$ cat src/rtl/mcfd_pkg.sv
package mcfd_pkg;
   localparam int unsigned MCFD_STATES          = 6;
   localparam int unsigned MCFD_CLKS_PER_STATE  = 2;
   localparam int unsigned MCFD_CYCLE_CLKS      = MCFD_STATES * MCFD_CLKS_PER_STATE;

   // first counter value of a 1-based state
   function automatic int unsigned state_first_count(input int unsigned st,
                                                     input int unsigned clks_per_state);
      return (st - 1) * clks_per_state;
   endfunction
endpackage

$ cat src/rtl/mcfd_phase_gen.sv
module mcfd_phase_gen #(
   parameter int unsigned CYCLE_CLKS = 12,
   parameter int unsigned XFER_COUNT = 8,
   parameter int unsigned REL_COUNT  = 4,
   localparam int unsigned CNT_W     = $clog2(CYCLE_CLKS)
) (
   input  logic             clk_i,
   input  logic             rst_i,
   output logic [CNT_W-1:0] cnt_o,
   output logic             xfer_tick_o,
   output logic             rel_tick_o
);
   localparam logic [CNT_W-1:0] LAST = CNT_W'(CYCLE_CLKS - 1);

   logic [CNT_W-1:0] cnt_q;

   always_ff @(posedge clk_i) begin
      if (rst_i)              cnt_q <= '0;
      else if (cnt_q == LAST) cnt_q <= '0;
      else                    cnt_q <= cnt_q + 1'b1;
   end

   assign cnt_o       = cnt_q;
   assign xfer_tick_o = (cnt_q == CNT_W'(XFER_COUNT));
   assign rel_tick_o  = (cnt_q == CNT_W'(REL_COUNT));

   // wrap at the end of the machine cycle
   a_r1_wrap: assert property (@(posedge clk_i) disable iff (rst_i)
      (cnt_q == LAST) |=> (cnt_q == '0));
   // counter stays in range
   a_r1_range: assert property (@(posedge clk_i) disable iff (rst_i)
      cnt_q <= LAST);
endmodule

$ cat src/rtl/mcfd_sync.sv
module mcfd_sync #(
   parameter int unsigned STAGES = 2
) (
   input  logic clk_i,
   input  logic pin_i,
   output logic level_o,
   output logic fall_o
);
   logic [STAGES-1:0] chain_q;
   logic              prev_q;

   genvar gi;
   generate
      for (gi = 0; gi < STAGES; gi++) begin : g_stage
         if (gi == 0) begin : g_head
            always_ff @(posedge clk_i) chain_q[0] <= pin_i;
         end else begin : g_body
            always_ff @(posedge clk_i) chain_q[gi] <= chain_q[gi-1];
         end
      end
   endgenerate

   always_ff @(posedge clk_i) prev_q <= chain_q[STAGES-1];

   assign level_o = chain_q[STAGES-1];
   assign fall_o  = prev_q & ~chain_q[STAGES-1];
endmodule

$ cat src/rtl/mcfd_edge_stage.sv
module mcfd_edge_stage (
   input  logic clk_i,
   input  logic rst_i,
   input  logic fall_i,
   input  logic xfer_tick_i,
   input  logic rel_tick_i,
   output logic latch_o,
   output logic held_o,
   output logic strobe_o
);
   logic latch_q, held_q, take;

   assign take = xfer_tick_i & latch_q;

   always_ff @(posedge clk_i) begin
      if (rst_i) begin
         latch_q <= 1'b0;
         held_q  <= 1'b0;
      end else begin
         latch_q <= fall_i | (latch_q & ~take);
         if (take)            held_q <= 1'b1;
         else if (rel_tick_i) held_q <= 1'b0;
      end
   end

   assign strobe_o = held_q & rel_tick_i;
   assign latch_o  = latch_q;
   assign held_o   = held_q;

   // the first stage only empties into the second stage at a transfer tick
   a_r6_latch_clears_on_take: assert property (@(posedge clk_i) disable iff (rst_i)
      $fell(latch_q) |-> $past(xfer_tick_i));
   // strobe lasts a single clock
   a_r4_single_clock: assert property (@(posedge clk_i) disable iff (rst_i)
      strobe_o |=> !strobe_o);
   // second stage is empty after its strobe
   a_r4_held_empties: assert property (@(posedge clk_i) disable iff (rst_i)
      strobe_o |=> !held_q);
endmodule

$ cat src/rtl/mc_fall_detect.sv
module mc_fall_detect #(
   parameter int unsigned STATES         = mcfd_pkg::MCFD_STATES,
   parameter int unsigned CLKS_PER_STATE = mcfd_pkg::MCFD_CLKS_PER_STATE,
   parameter int unsigned CYCLE_CLKS     = mcfd_pkg::MCFD_CYCLE_CLKS,
   parameter int unsigned XFER_STATE     = 5,
   parameter int unsigned REL_STATE      = 3,
   parameter int unsigned SYNC_STAGES    = 2
) (
   input  logic clk_i,
   input  logic rst_i,
   input  logic pin_i,
   output logic event_o
);
   localparam int unsigned XFER_COUNT = mcfd_pkg::state_first_count(XFER_STATE, CLKS_PER_STATE);
   localparam int unsigned REL_COUNT  = mcfd_pkg::state_first_count(REL_STATE, CLKS_PER_STATE);
   localparam int unsigned CNT_W      = $clog2(CYCLE_CLKS);

   // elaboration-time parameter checks
   generate
      if (CYCLE_CLKS != STATES * CLKS_PER_STATE) begin : g_bad_cycle
         $error("cycle length must equal states times clocks per state");
      end
      if (XFER_STATE == REL_STATE) begin : g_bad_same
         $error("transfer and release states must differ");
      end
      if (XFER_STATE < 1 || XFER_STATE > STATES || REL_STATE < 1 || REL_STATE > STATES) begin : g_bad_range
         $error("state parameter out of range");
      end
      if (SYNC_STAGES < 2) begin : g_bad_sync
         $error("synchronizer needs at least two stages");
      end
   endgenerate

   logic [CNT_W-1:0] cnt;
   logic xfer_tick, rel_tick, fall, level, latch, held;

   mcfd_phase_gen #(
      .CYCLE_CLKS (CYCLE_CLKS),
      .XFER_COUNT (XFER_COUNT),
      .REL_COUNT  (REL_COUNT)
   ) u_phase (
      .clk_i       (clk_i),
      .rst_i       (rst_i),
      .cnt_o       (cnt),
      .xfer_tick_o (xfer_tick),
      .rel_tick_o  (rel_tick)
   );

   mcfd_sync #(.STAGES(SYNC_STAGES)) u_sync (
      .clk_i   (clk_i),
      .pin_i   (pin_i),
      .level_o (level),
      .fall_o  (fall)
   );

   mcfd_edge_stage u_stage (
      .clk_i       (clk_i),
      .rst_i       (rst_i),
      .fall_i      (fall),
      .xfer_tick_i (xfer_tick),
      .rel_tick_i  (rel_tick),
      .latch_o     (latch),
      .held_o      (held),
      .strobe_o    (event_o)
   );

   // second stage is loaded only at the transfer count
   a_r3_take_at_xfer: assert property (@(posedge clk_i) disable iff (rst_i)
      $rose(held) |-> ($past(cnt) == CNT_W'(XFER_COUNT)));
   // strobe only at the release count
   a_r4_strobe_at_rel: assert property (@(posedge clk_i) disable iff (rst_i)
      event_o |-> (cnt == CNT_W'(REL_COUNT)));
   // latch is set only after the synchronized level was low
   a_r2_set_after_low: assert property (@(posedge clk_i) disable iff (rst_i)
      $rose(latch) |-> !$past(level));
endmodule

$ cat config.mk
export PLATFORM = sky130hd
export DESIGN_NAME = mc_fall_detect
export DESIGN_NICKNAME = d
export VERILOG_FILES = /design/src/rtl/mcfd_pkg.sv /design/src/rtl/mcfd_phase_gen.sv /design/src/rtl/mcfd_sync.sv /design/src/rtl/mcfd_edge_stage.sv /design/src/rtl/mc_fall_detect.sv
export SDC_FILE = /design/constraint.sdc
export NUM_CORES = 1
export LEC_CHECK = 0
export ABC_CLOCK_PERIOD_IN_PS = 1600
export BUFFER_PORTS_ARGS = -buffer_cell sky130_fd_sc_hd__buf_2
export CORE_AREA = 2 2 39 41
export CTS_CLUSTER_SIZE = 40
export DETAILED_ROUTE_END_ITERATION = 8
export DIE_AREA = 0 0 41 43
export GPL_ROUTABILITY_DRIVEN = 1
export PLACE_DENSITY = 0.4
export SLEW_MARGIN = 10
export SYNTH_ARGS = -nofsm -noshare
export SYNTH_HDL_FRONTEND = slang
export SYNTH_HIERARCHICAL = 1
export SYNTH_SLANG_ARGS = --single-unit
$ cat constraint.sdc
create_clock -name clk_i -period 1.6 [get_ports clk_i]
set_input_delay 0.16 -clock clk_i [delete_from_list [all_inputs] [get_ports clk_i]]
set_output_delay 0.16 -clock clk_i [all_outputs]
set_load 0.02 [all_outputs]
# After elaboration in Yosys (flattened, before gate mapping)

Index checks and enable logic that the tools add are counted.

Bits in registers: 9
Input bits: 3
Output and inout bits: 1
Logic and storage cells: 21

Add/subtract/negate cells: 1
Eq/ne operators: 3
Multiplexer cells: 2
Bitwise operators: 7
Reduce and logical (&&, ||, !) cells: 2

Operators with widths:

| kind                                          | number |
|---|---|
| == test 4 bit, second input constant          | 2 |
| adder 4 x 1 -> 4 bit, second input constant   | 1 |
| bitwise AND 1 bit                             | 4 |
| == test 4 x 3 -> 1 bit, second input constant | 1 |
| 2-to-1 mux 1 bit                              | 2 |
| inverter 1 bit                                | 2 |
| nonzero test 2 bit                            | 1 |
| OR reduction 2 bit                            | 1 |
| OR 1 bit                                      | 1 |

# Longest topological paths before layout

Depth after elaboration: 5
Mapped depth: 5

# Cells and area by module

Netlist, hierarchy kept.

By module, submodules not included:

| module          | instances | cells an instance | area an instance (um2) | seq. area each (um2) |
|---|---|---|---|---|
| mcfd_phase_gen  | 1         | 21                | 222.7                  | 80.1 |
| mcfd_edge_stage | 1         | 9                 | 80.1                   | 40.0 |
| mcfd_sync       | 1         | 4                 | 73.8                   | 60.1 |

# Worst setup path before layout

No wires, ideal clock.

Path type: register to output
From: register u_phase.cnt_q[0] (netlist: u_phase/cnt_o[0])
To: output port event_o
Arrival: 0.986 ns
Setup slack: 0.454 ns
Cell stages (with the launch flop): 5
Path buffers: 0
Path through: dfxtp_1 inv_1 ha_1 and3b_2 and2_1

Word-level cells in the longest chain between the ends: 2

RTL lines:

| item                   | RTL line              | RTL |
|---|---|---|
| from (decl)            | mcfd_phase_gen.sv:15  | `logic [CNT_W-1:0] cnt_q;` |
| from (signal assigned) | mcfd_phase_gen.sv:20  | `else cnt_q <= cnt_q + 1'b1;` |
| == test 4 x 3 -> 1 bit | mcfd_phase_gen.sv:25  | `assign rel_tick_o = (cnt_q == CNT_W'(REL_COUNT));` |
| net rel_tick           | mc_fall_detect.sv:35  | `logic xfer_tick, rel_tick, fall, level, latch, held;` |
| bitwise AND 1 bit      | mcfd_edge_stage.sv:26 | `assign strobe_o = held_q & rel_tick_i;` |
| to (decl)              | mc_fall_detect.sv:12  | `output logic event_o` |

The timed path passes the listed nets, and every way through them passes these cells.

# Final worst setup path

Same ends and word-level chain as after synthesis.

==> summary.txt <==
Pwr
  • Clock share of power: 37.5%
  • Reg power frac: between 50% and 60%
  • Part of the power in combinational logic: between 7 and 8%
  • Pwr dens: ~1000 nW/um2
  • Peak VDD IR: about 0.00042 V
  • Switching Share: 21.6%
  • Net Switching: approximately 0.097 mW
  • Cell-internal power: 0.352 mW
  • Final Total Pwr: around 0.45 mW
  • Leak: around 0.19 nW

STA
  • RSZ-0062 raised after global routing: no
  • Setup TNS: 0 ps
  • Setup violators final: 0
  • Fin worst setup slack: between 80 and 90 ps
  • Slew margin rel.: slightly below 90%
  • Worst-Margin Slew: 203 ps
  • Final Hold Viols: 0
  • Max frequency: roughly 660 MHz
  • Min Clock Period, post-route: 1520 ps
  • Fin crit share: between 90% and 100%
  • Fin. max-slew vios: 0
  • Max Clock Skew: 2.06 ps

Yosys
  • Yosys warnings: 6
  • Post-synth EDFFs: 0
  • Cell Area, Synth: 377 um2
  • Distinct cells, synth: 18
  • Synth top area share: between 40% and 50%
  • Count leader, synth: dfxtp_1
  • Commonest cells in the synthesized netlist: dfxtp_1, and3b_2, inv_1, nand2b_1
  • Mapped Cells: 34
  • Synth top area cells: dfxtp_1, and3b_2, ha_1
  • Synth Net Count: 39
  • Post-synth top flop: dfxtp_1
  • Avg Cell Area, Syn: 11.1 um2
  • Yosys reg bits: 9
  • Synth async-reset ratio: 0%
  • Top cell type by total area after synthesis: dfxtp_1
  • Sequential area share after synthesis: around 48%

Routing
  • Routed wire length: approximately 620 um
  • Average wire per standard cell: 10.8 um
  • Vias per cell: between 4 and 5
  • DR DRC count: 0
  • Vias: ~260
  • 1st-iter DRT viols: 2
  • Drt first pass iters: 2
  • Detail Route Antenna Nets: 0

Clock tree
  • Clock-pin slew on the worst setup and hold paths: roughly 60 ps
  • CTS Root Cell: clkbuf_4
  • Clock Sinks: 9
  • Setup Fix Bufs, Post-CTS: 0
  • Clk Latency, worst-skew pair: around 250 ps
  • Num CTS Buffers: 3
  • Clock buffer depth: 2
  • H-tree depth: 1
  • CTS tree: done

Setup path
  • Kind of end point of the critical path: primary output
  • WP data required: 1440 ps
  • Worst Path Arrival: 1360 ps
  • WS Path Type: reg2out
  • CP max FO: 5
  • Crit path launch type: flip-flop

Finish
  • Layout Utilization: 32.5%
  • Share of layout cells above drive strength 1: a little over a third
  • Non-filler cells, final: 58
  • Footprint of the multi-input gates: between 150 and 200 um2
  • Inserted Diodes: 0
  • Area grow syn2layout: 19.6%
  • Fillers: 150
  • Nets: 48
  • Register area: roughly 180 um2

Floorplanning
  • Die Ht: roughly 43 um
  • Row count: 14
  • Core Region: roughly 1400 um2
  • Die width: roughly 40 um
  • Ports: 4
  • Die Area: 1760 um2
  • Initial Utilization: approximately 27%

Min path
  • HP Class: in2reg

Place
  • HPWL after DPL: 439 um
  • Number of port buffers: 3
  • RD Place Congestion: between 0.7 and 0.8
  • Post-place setup slack: a little under 300 ps
  • Placed Instances: 53

GRT
  • First-pass GRT wire length: about 1100 um
  • GRT Overall Usage: approximately a tenth
  • Largest net degree at the start of global routing: 9
  • Vias in the first global route: between 200 and 300
  • GRT Residual Overflow: 0
  • Initial antenna violation count: 0

Status
  • Status: complete, no violations

Flow run
  • Max-cap violation count: 0
flip-flops by register name (all words and copies together) (netlist names):
register / cells
u_phase/cnt_o: 4
u_stage/held_o: 1
u_stage/latch_o: 1
u_sync/chain_q: 1
u_sync/level_o: 1
u_sync/prev_q: 1
logic make-up (layout without fill, tap and decap cells):
group           count (synthesis)  in the layout  synth area share, %
compound gates                  4              4                 9.30
simple gates                   16             16                 33.2
flops                           9              9                 47.8
fa+ha+maj                       2              2                 6.64
buf+inv                         3             11                 2.99
routing by layer:
layer | share of wire, % | GRT usage, %
met5 | 0 | 0
met2 | 52 | 15.3
met1 | 43 | 10.7
met3 | 3.4 | 4.71
met4 | 1.3 | 8.00
area by class of cell:
type / instances / share of cell area, %
multi-input combinational: 22 / 41.1
sequential: 9 / 40.6
clock buffer: 4 / 5.83
timing repair buffer: 4 / 5.56
tap: 16 / 4.44
inverter: 3 / 2.50
power groups by stage:
stage / Sequential [mW] / Combinational (mW) / Clock (mW)
6_report: 0.247 / 0.0329 / 0.169
5_1_grt: 0.250 / 0.0376 / 0.197
4_1_cts: 0.246 / 0.0339 / 0.182
3_5_place_dp: 0.252 / 0.0318 / 0
3_3_place_gp: 0.250 / 0.0289 / 0
2_1_floorplan: 0.249 / 0.0213 / 0
placed cells by master, fill, tap and decap left out:
cell type,n
dfxtp_1,7
ha_1,2
nor3b_1,1
and2_1,1
a21oi_1,2
nand2_1,1
nor2b_4,1
nand4b_1,1
dlygate4sd3_1,1
or2b_1,1
and3b_2,3
dfxtp_2,2
nand2b_1,3
and3_2,1
clkbuf_1,1
nor3_1,1
o32ai_2,1
and2b_1,1
inv_1,3
a21oi_2,1
buf_2,3
clkbuf_4,3
or3b_1,1
critical path: stages, from the launching register on:
cell and delay (ps):
dfxtp_2 360, inv_1 50, ha_1 210, and3b_2 200, and2_1 140, buf_2 150
stage by stage:
step | hold WS [ps] | instance area, um2
6_report | 167 | 450
4_1_cts | 157 | 448
5_1_grt | 165 | 450
2_1_floorplan | 188 | 377
3_5_place_dp | 264 | 412
3_3_place_gp | 264 | 412
what timing repair did:
action | CTS | global route
hold buffers | 1 | 0
setup endpoints to repair | 0 | 1
gates resized for setup | 0 | 2
endpoints found under the hold margin | 1 | 0
final timing paths:
check	cells past startpoint	start	slack, ps	to
worst min register to register	0	u_sync/chain_q[0]	340	u_sync/level_o
worst max register to register	5	u_phase/cnt_o[0]	430	u_stage/latch_o
worst max-delay path	5	u_phase/cnt_o[0]	80	event_o
worst min-delay path	2	rst_i	170	u_stage/latch_o
No activity file was read; power rests on OpenSTA's default activity.
